**src/rtl/smbg_pkg.sv**
```systemverilog
package smbg_pkg;

  localparam int BYTE_W = 8;

  localparam logic [BYTE_W-1:0] NEGOTIATE_CODE = 8'hFF;
  localparam logic [BYTE_W-1:0] SEAL_CODE      = 8'h02;
  localparam logic [BYTE_W-1:0] HOLE_BYTE      = 8'hFF;

  // State value equals the byte seen on the read-back port.
  typedef enum logic [1:0] {
    GS_IDLE   = 2'd0,
    GS_ARMED  = 2'd1,
    GS_SEALED = 2'd2
  } guard_state_e;

  function automatic guard_state_e guard_next(input guard_state_e cur,
                                              input logic wr,
                                              input logic [BYTE_W-1:0] val);
    guard_state_e nxt;
    nxt = cur;
    if (wr) begin
      unique case (cur)
        GS_IDLE:   if (val == NEGOTIATE_CODE) nxt = GS_ARMED;
        GS_ARMED:  if (val == SEAL_CODE)      nxt = GS_SEALED;
        default:   nxt = cur;
      endcase
    end
    return nxt;
  endfunction

  function automatic logic [BYTE_W-1:0] guard_readback(input guard_state_e st);
    return {6'b0, st};
  endfunction

  function automatic logic addr_in_window(input logic [31:0] addr,
                                          input logic [31:0] base,
                                          input logic [31:0] len);
    return (addr >= base) && ((addr - base) < len);
  endfunction

endpackage

```
**src/rtl/smbg_cfg_reg.sv**
```systemverilog
module smbg_cfg_reg
  import smbg_pkg::*;
#(
  parameter bit LEGACY = 1'b0
) (
  input  logic              clk,
  input  logic              rst_n,
  input  logic              wr_en,
  input  logic [BYTE_W-1:0] wr_data,
  output logic [BYTE_W-1:0] rd_data,
  output logic              seal_active
);

  generate
    if (LEGACY) begin : g_plain
      logic [BYTE_W-1:0] byte_q;
      always_ff @(posedge clk or negedge rst_n) begin
        if (!rst_n)     byte_q <= '0;
        else if (wr_en) byte_q <= wr_data;
      end
      assign rd_data     = byte_q;
      assign seal_active = 1'b0;
    end else begin : g_guard
      guard_state_e st_q;
      always_ff @(posedge clk or negedge rst_n) begin
        if (!rst_n) st_q <= GS_IDLE;
        else        st_q <= guard_next(st_q, wr_en, wr_data);
      end
      assign rd_data     = guard_readback(st_q);
      assign seal_active = (st_q == GS_SEALED);
    end
  endgenerate

endmodule

```
**src/rtl/smbg_win_decode.sv**
```systemverilog
module smbg_win_decode
  import smbg_pkg::*;
#(
  parameter int              ADDR_W    = 20,
  parameter logic [ADDR_W-1:0] BASE_ADDR = 20'h30000,
  parameter int unsigned     WIN_BYTES = 32'd131072
) (
  input  logic [ADDR_W-1:0] addr,
  output logic              hit
);

  localparam logic [31:0] BASE32 = 32'(BASE_ADDR);
  localparam logic [31:0] LEN32  = 32'(WIN_BYTES);

  assign hit = addr_in_window(32'(addr), BASE32, LEN32);

endmodule

```
**src/rtl/smbg_mem_gate.sv**
```systemverilog
module smbg_mem_gate
  import smbg_pkg::*;
#(
  parameter int ADDR_W = 20
) (
  input  logic              clk,
  input  logic              rst_n,
  input  logic              req_valid,
  input  logic              req_we,
  input  logic [ADDR_W-1:0] req_addr,
  input  logic [BYTE_W-1:0] req_wdata,
  input  logic              win_hit,
  input  logic              seal_active,
  output logic              ram_valid,
  output logic              ram_we,
  output logic [ADDR_W-1:0] ram_addr,
  output logic [BYTE_W-1:0] ram_wdata,
  input  logic [BYTE_W-1:0] ram_rdata,
  output logic              rsp_valid,
  output logic [BYTE_W-1:0] rsp_rdata,
  output logic              block_now
);

  logic rsp_valid_q;
  logic rsp_hole_q;

  assign block_now = req_valid && win_hit && seal_active;

  assign ram_valid = req_valid && !block_now;
  assign ram_we    = req_we && !block_now;
  assign ram_addr  = req_addr;
  assign ram_wdata = req_wdata;

  always_ff @(posedge clk or negedge rst_n) begin
    if (!rst_n) begin
      rsp_valid_q <= 1'b0;
      rsp_hole_q  <= 1'b0;
    end else begin
      rsp_valid_q <= req_valid && !req_we;
      rsp_hole_q  <= block_now && !req_we;
    end
  end

  assign rsp_valid = rsp_valid_q;
  assign rsp_rdata = rsp_hole_q ? HOLE_BYTE : ram_rdata;

endmodule

```
**src/rtl/smram_base_guard.sv**
```systemverilog
module smram_base_guard
  import smbg_pkg::*;
#(
  parameter bit                LEGACY    = 1'b0,
  parameter int                ADDR_W    = 20,
  parameter logic [ADDR_W-1:0] BASE_ADDR = 20'h30000,
  parameter int unsigned       WIN_BYTES = 32'd131072
) (
  input  logic              clk,
  input  logic              rst_n,
  input  logic              cfg_wr_en,
  input  logic [7:0]        cfg_wr_data,
  output logic [7:0]        cfg_rd_data,
  input  logic              mem_req_valid,
  input  logic              mem_req_we,
  input  logic [ADDR_W-1:0] mem_req_addr,
  input  logic [7:0]        mem_req_wdata,
  output logic              mem_rsp_valid,
  output logic [7:0]        mem_rsp_rdata,
  output logic              ram_req_valid,
  output logic              ram_req_we,
  output logic [ADDR_W-1:0] ram_req_addr,
  output logic [7:0]        ram_req_wdata,
  input  logic [7:0]        ram_rsp_rdata
);

  // Named internal events, brought out for the bound checker.
  logic win_hit_w;
  logic seal_active_w;
  logic block_now_w;

  smbg_cfg_reg #(.LEGACY(LEGACY)) cfg_i (
    .clk         (clk),
    .rst_n       (rst_n),
    .wr_en       (cfg_wr_en),
    .wr_data     (cfg_wr_data),
    .rd_data     (cfg_rd_data),
    .seal_active (seal_active_w)
  );

  smbg_win_decode #(
    .ADDR_W    (ADDR_W),
    .BASE_ADDR (BASE_ADDR),
    .WIN_BYTES (WIN_BYTES)
  ) dec_i (
    .addr (mem_req_addr),
    .hit  (win_hit_w)
  );

  smbg_mem_gate #(.ADDR_W(ADDR_W)) gate_i (
    .clk         (clk),
    .rst_n       (rst_n),
    .req_valid   (mem_req_valid),
    .req_we      (mem_req_we),
    .req_addr    (mem_req_addr),
    .req_wdata   (mem_req_wdata),
    .win_hit     (win_hit_w),
    .seal_active (seal_active_w),
    .ram_valid   (ram_req_valid),
    .ram_we      (ram_req_we),
    .ram_addr    (ram_req_addr),
    .ram_wdata   (ram_req_wdata),
    .ram_rdata   (ram_rsp_rdata),
    .rsp_valid   (mem_rsp_valid),
    .rsp_rdata   (mem_rsp_rdata),
    .block_now   (block_now_w)
  );

endmodule

```
**config.mk**
```make
export PLATFORM = sky130hd
export DESIGN_NAME = smram_base_guard
export DESIGN_NICKNAME = d
export VERILOG_FILES = /design/src/rtl/smbg_pkg.sv /design/src/rtl/smbg_cfg_reg.sv /design/src/rtl/smbg_win_decode.sv /design/src/rtl/smbg_mem_gate.sv /design/src/rtl/smram_base_guard.sv
export SDC_FILE = /design/constraint.sdc
export NUM_CORES = 1
export LEC_CHECK = 0
export CORE_MARGIN = 5
export CORE_UTILIZATION = 24
export DETAILED_ROUTE_END_ITERATION = 7
export PLACE_DENSITY_LB_ADDON = 0.25
export SLEW_MARGIN = 15
export SYNTH_ARGS = -nofsm -noshare
export SYNTH_HDL_FRONTEND = slang
export SYNTH_SLANG_ARGS = --single-unit
export TNS_END_PERCENT = 10
```
**constraint.sdc**
```tcl
create_clock -name clk -period 3.1 [get_ports clk]
set_input_delay 0.31 -clock clk [delete_from_list [all_inputs] [get_ports clk]]
set_output_delay 0.31 -clock clk [all_outputs]
set_load 0.05 [all_outputs]
```
==> run_results.csv, run 1 <==
group,metric,value,unit
power,power.total,0.252,mW
global_routing,globalRoute.totalOverflow,0,
cells_and_area,multiInputGateArea,260,sq um
placed_design,io_buffers,41,
synth,synth_edf_count,0,
run_status,status,"complete, no violations",
sta,timing.final.crit_share,0.858,
die,core_area,0.00243,sq mm
synth,synth_warnings,0,
synth,avgSynthCellArea,8.29,sq um
die,die_x,59.9,um
cts,post_cts_buffers,0,
cts,cts_buffers,3,
sta,fmax,376,MHz
synth,netlist_area,597,sq um
cts,root_buffer,"clkbuf_4",
critical_path,critical_path.cell_chain,"clkdlybuf4s50_1, ha_1, nor4bb_1, o211a_1, nor2_1, clkdlybuf4s50_1",
critical_path,cp-end-kind,"output port",
cells_and_area,final_util,0.342,
synth,synth_cells,72,
synth,synth_top_family_by_area,"buffers and inverters",
detailed_routing,drt-total-wl,1500,um
critical_path,path_delay_family,"buffers and inverters",
synth,synth-simple-area-share,0.260,
cells_and_area,drive_gt1_frac,0.161,
critical_path,crit_path_max_fanout,4,
cts,htree_levels,1,
cts,cts.sinks,4,
power,peakVddDrop,199,uV
cts,cts_max_path_buffers,2,
min_path,hold_path_class,"primary input to asynchronous set/reset pin",
critical_path,critPathMostFrequentCell,"clkdlybuf4s50_1",
detailed_routing,via_count,499,
synth,synthMuxAreaShare,0,
synth,synthArstFlopShare,1.00,
placed_design,place.gp.congestion,0.686,
global_routing,antenna_found_initial,0,
detailed_routing,wl_per_cell,12.9,um
power,power_density,304,mW/mm^2
die,num_rows,18,
synth,synth_top_area_share,0.428,
global_routing,track_usage,0.0808,
critical_path,start_kind,"primary input",
global_routing,grt_max_degree,9,
sta,skew,3.43,ps
sta,drv_slew,0,
cells_and_area,ff_latch_area,100,sq um
critical_path,cp.required,2790,ps
critical_path,critPathBufInv,2,
synth,synth_xor_area_frac,0,
critical_path,crit_arrival,2350,ps
detailed_routing,route.detailed.drc,0,
synth,synth-compound-area-share,0.117,
synth,ys.flop_type,"dfrtp_1",
die,die_area,0.00358,sq mm
critical_path,crit_type,"primary input to output port",
sta,worst_slew_pin_slew,504,ps
synth,yosysMostFrequentCell,"buf_4",
power,p_leak,0.362,nW
sta,period_needed,2660,ps
die,ioPinCount,96,
cells_and_area,fillers,248,
critical_path,max_stage_delay,690,ps
synth,ys_seq_elements,4,
synth,ys_types,20,
global_routing,grt_pass1_vias,505,
synth,synth.area.top_cells,"buf_4 (43%), dfrtp_1 (17%), or2_2 (8.4%)",
cells_and_area,finalNetCount,139,
synth,synth_top_area_cell,"buf_4",
cells_and_area,syn_to_final_growth,39.2,%
sta,setup_viol,0,
cts,cts.clk_slew.worst_paths,40,ps
cts,cts_tree,"done",
cts,cts-resized-gates,0,
detailed_routing,viasPerCell,4.26,
critical_path,worst_path_max_delay_cell,"clkdlybuf4s50_1",
die,initial_core_util,0.245,
synth,ys_seq_area_frac,0.168,
placed_design,dp_hpwl,1330,um
synth,synthAdderAreaFrac,0.0210,
global_routing,grt_first_pass_wirelength,2150,um
cts,clk_latency,240,ps
cells_and_area,diodes,0,
run,cap_violations,0,
cts,hold_buffers,0,
sta,tns,0,ps
detailed_routing,firstDrtPassIters,4,
synth,synthTopCellsByCount,"buf_4 (34), or2_2 (8), dfrtp_1 (4), nor2_1 (4), o21ai_1 (3)",
detailed_routing,ant_nets,0,
sta,report.final.hold_viol_count,0,
die,die_h,59.9,um
sta,relSlewSlack,0.663,
sta,grt_setup_unrepaired,"no",
detailed_routing,drt_iter0_drc,13,
-- cell families after synthesis --
family                   after synthesis
AO/OA/AOI/OAI                          9
other                                  1
flip-flops                             4
AND/OR/NAND/NOR                       23
buffers and inverters                 34
adder cells (fa/ha/maj)                1
-- registers in the layout, indices dropped and copies added, names as in the netlist --
name                flops
cfg_i.g_guard.st_q      2
gate_i.rsp_hole_q       1
gate_i.rsp_valid        1
-- placed cells by master, fill, tap and decap left out --
master,Yosys,routed
and3_1,2,2
and4_1,1,1
nand4bb_1,1,1
o211a_1,1,1
or3b_4,1,1
nor2_1,4,4
clkdlybuf4s50_1,0,41
o21ai_1,3,3
nor4_1,1,1
conb_1,1,6
clkbuf_4,0,3
or2_2,8,8
dfrtp_1,4,4
a31o_1,1,1
and3b_1,2,2
a211oi_2,1,1
a21boi_2,1,1
a31oi_1,2,2
nor2b_1,2,2
ha_1,1,1
nor4bb_1,1,1
-- through the flow --
step | cell area, sq um | hold WS, ps | setup slack (ps) | std cells
floorplan | 616 | 14.4 | 1160 | 77
global placement | 808 | 519 | 459 | 114
detailed placement | 808 | 525 | 426 | 114
CTS | 831 | 270 | 415 | 117
global route | 831 | 276 | 332 | 117
finish | 831 | 273 | 441 | 117
-- metal layers --
metal	GRT usage	wire [um]	share of wire	up-vias
met5	0	0	0	-
met4	0.0570	43	0.029	0
met3	0.0605	304	0.20	8
met2	0.120	634	0.42	46
met1	0.0762	521	0.35	208
li1	-	-	-	237
-- worst paths after layout --
| path | start | end | slack (ps) | cells after the start |
|---|---|---|---|---|
| setup reg to reg | cfg_i.g_guard.st_q[1]$_DFFE_PN0P_ | cfg_i.g_guard.st_q[1]$_DFFE_PN0P_ | 1990 | 3 |
| max in group asynchronous | rst_n | cfg_i.g_guard.st_q[0]$_DFFE_PN0P_ | 2660 | 1 |
| min in group clk | cfg_i.g_guard.st_q[0]$_DFFE_PN0P_ | cfg_i.g_guard.st_q[0]$_DFFE_PN0P_ | 560 | 1 |
| hold reg to reg | cfg_i.g_guard.st_q[0]$_DFFE_PN0P_ | cfg_i.g_guard.st_q[0]$_DFFE_PN0P_ | 560 | 1 |
| hold / removal | rst_n | gate_i.rsp_valid$_DFF_PN0_ | 270 | 1 |
| setup / recovery | mem_req_addr[16] | ram_req_we | 440 | 6 |
-- report_power, final --
group          total [mW]  switching, mW  internal (mW)  leakage (nW)
combinational       0.131         0.0754         0.0551         0.293
sequential         0.0563        0.00196         0.0543        0.0544
clock              0.0654         0.0221         0.0434        0.0138
-- final cells by class --
class	count	area share
Timing Repair Buffer	41	0.494
Multi-Input combinational cell	39	0.313
Sequential cell	4	0.120
Tap cell	30	0.0452
Clock buffer	3	0.0271
Note: power is estimated with default switching activity, not from simulation.
==> run 2: changes to the inputs <==
- CORE_UTILIZATION: 24 -> 22
- clock period: 3.1 -> 2.57 ns (I/O delays scaled with it)
==> run 2 against run 1 <==
Clock power grew 17%. Non-clock buffer count is the same. Worst setup slack gained 110 ps. Total power grew 19%. Global-route usage shrank 0.53 points. Register-to-register slack lost 560 ps. First-iteration DRC count grew 38%. Combinational power grew 20%. Critical path type unchanged.
==> run_results.csv, run 2 (same netlist as run 1, synthesis figures left out) <==
group,metric,value,unit
sta,skew,2.09,ps
cts,clk_latency,230,ps
cts,cts_max_path_buffers,2,
detailed_routing,viasPerCell,4.30,
cells_and_area,finalNetCount,139,
die,num_rows,18,
critical_path,crit_type,"primary input to output port",
placed_design,dp.cells,114,
cells_and_area,ff_latch_area,100,sq um
sta,timing.final.crit_share,0.787,
detailed_routing,ant_nets,0,
run_status,status,"complete, no violations",
sta,tns,0,ps
cts,cts_tree,"done",
die,die_x,62.1,um
sta,report.final.hold_viol_count,0,
cells_and_area,multiInputGateArea,260,sq um
cts,post_cts_buffers,0,
global_routing,grt_max_degree,9,
cells_and_area,instances_no_fill,117,
cts,cts-resized-gates,0,
cells_and_area,fillers,260,
die,ioPinCount,96,
sta,worst_slew_pin_slew,506,ps
power,peakVddDrop,236,uV
global_routing,grt_pass1_vias,507,
global_routing,globalRoute.totalOverflow,0,
die,die_area,0.00385,sq mm
cells_and_area,top_register,"cfg_i.g_guard.st_q",
placed_design,io_buffers,41,
cells_and_area,diodes,0,
cts,cts.sinks,4,
cells_and_area,final_common_cell,"clkdlybuf4s50_1",
power,power_density,365,mW/mm^2
cts,cts.clk_slew.worst_paths,40,ps
sta,setup_viol,0,
sta,drv_slew,0,
critical_path,crit_path_max_fanout,4,
sta,fmax,494,MHz
power,p_leak,0.363,nW
sta,grt_setup_unrepaired,"no",
cells_and_area,syn_to_final_growth,38.4,%
detailed_routing,wl_per_cell,12.0,um
die,core_area,0.00254,sq mm
global_routing,grt_first_pass_wirelength,2110,um
cells_and_area,largest_register_ffs,2,
critical_path,start_kind,"primary input",
cts,cts_buffers,3,
global_routing,antenna_found_initial,0,
cells_and_area,drive_gt1_frac,0.184,
sta,period_needed,2020,ps
min_path,hold_path_class,"primary input to asynchronous set/reset pin",
cts,hold_buffers,0,
cts,root_buffer,"clkbuf_4",
detailed_routing,firstDrtPassIters,3,
die,die_h,62.1,um
critical_path,cp-end-kind,"output port",
cells_and_area,layout_common_cells,"clkdlybuf4s50_1 (39), or2_2 (8), conb_1 (6), nor2_1 (4), dfrtp_1 (4)",
run,cap_violations,0,
detailed_routing,drt_iter0_drc,18,
detailed_routing,drt-total-wl,1410,um
cts,htree_levels,1,
critical_path,cp.required,2310,ps
global_routing,track_usage,0.0756,
die,initial_core_util,0.235,
placed_design,dp_hpwl,1260,um
detailed_routing,route.detailed.drc,0,
critical_path,crit_arrival,1770,ps
sta,relSlewSlack,0.662,
placed_design,place.gp.congestion,0.614,
detailed_routing,via_count,503,
-- run 2: changes by cell type in the layout (fill, tap and decap cells not counted), sizes merged --
cell and delta:
buf +2, clkdlybuf4s50 -2
-- run 2: critical path: stages --
cell             delay, ps
clkdlybuf4s50_1        480
ha_1                   340
nor4bb_1               260
o211a_1                200
nor2_1                  50
buf_4                  180
-- run 2: routing by layer --
metal  vias up  track usage  part of all wire
met5         -            0                 0
met4         0       0.0455             0.028
met3         6       0.0537              0.24
met2        50        0.112              0.39
met1       213       0.0766              0.34
li1        234            -                 -
-- run 2: stage by stage --
| stage | hold WS [ps] | instance area (sq um) | util | power (mW) | setup WS, ps |
|---|---|---|---|---|---|
| after floorplan | -38.6 | 616 | - | 0.269 | 682 |
| after CTS | 228 | 826 | 0.324 | 0.307 | 543 |
| after global routing | 239 | 826 | 0.324 | 0.317 | 432 |
| final | 226 | 826 | 0.324 | 0.301 | 548 |
| after global placement | 470 | 803 | 0.316 | 0.226 | 576 |
| after detailed placement | 479 | 803 | 0.316 | 0.227 | 546 |
-- run 2: layout make-up --
type / instances / share of cell area
Tap cell: 30 / 0.0455
Multi-Input combinational cell: 39 / 0.315
Clock buffer: 3 / 0.0273
Sequential cell: 4 / 0.121
Timing Repair Buffer: 41 / 0.491
-- run 2: path summary, 6_finish.rpt --
check / startpoint / endpoint / slack (ps) / depth (start not counted)
min in group clk: mem_req_wdata[2] / ram_req_wdata[2] / 510 / 0
max: mem_req_addr[16] / ram_req_valid / 550 / 6
min: rst_n / cfg_i.g_guard.st_q[1]$_DFFE_PN0P_ / 230 / 1
max in group asynchronous: rst_n / gate_i.rsp_hole_q$_DFF_PN0_ / 2180 / 1
max reg2reg: cfg_i.g_guard.st_q[1]$_DFFE_PN0P_ / cfg_i.g_guard.st_q[1]$_DFFE_PN0P_ / 1430 / 3
min reg2reg: cfg_i.g_guard.st_q[0]$_DFFE_PN0P_ / cfg_i.g_guard.st_q[0]$_DFFE_PN0P_ / 580 / 1
-- run 2: where the power goes --
| part | switching, mW | internal [mW] | total (mW) |
|---|---|---|---|
| sequential | 0.00259 | 0.0656 | 0.0682 |
| clock | 0.0241 | 0.0521 | 0.0762 |
| combinational | 0.0910 | 0.0660 | 0.157 |
| total | 0.118 | 0.184 | 0.301 |
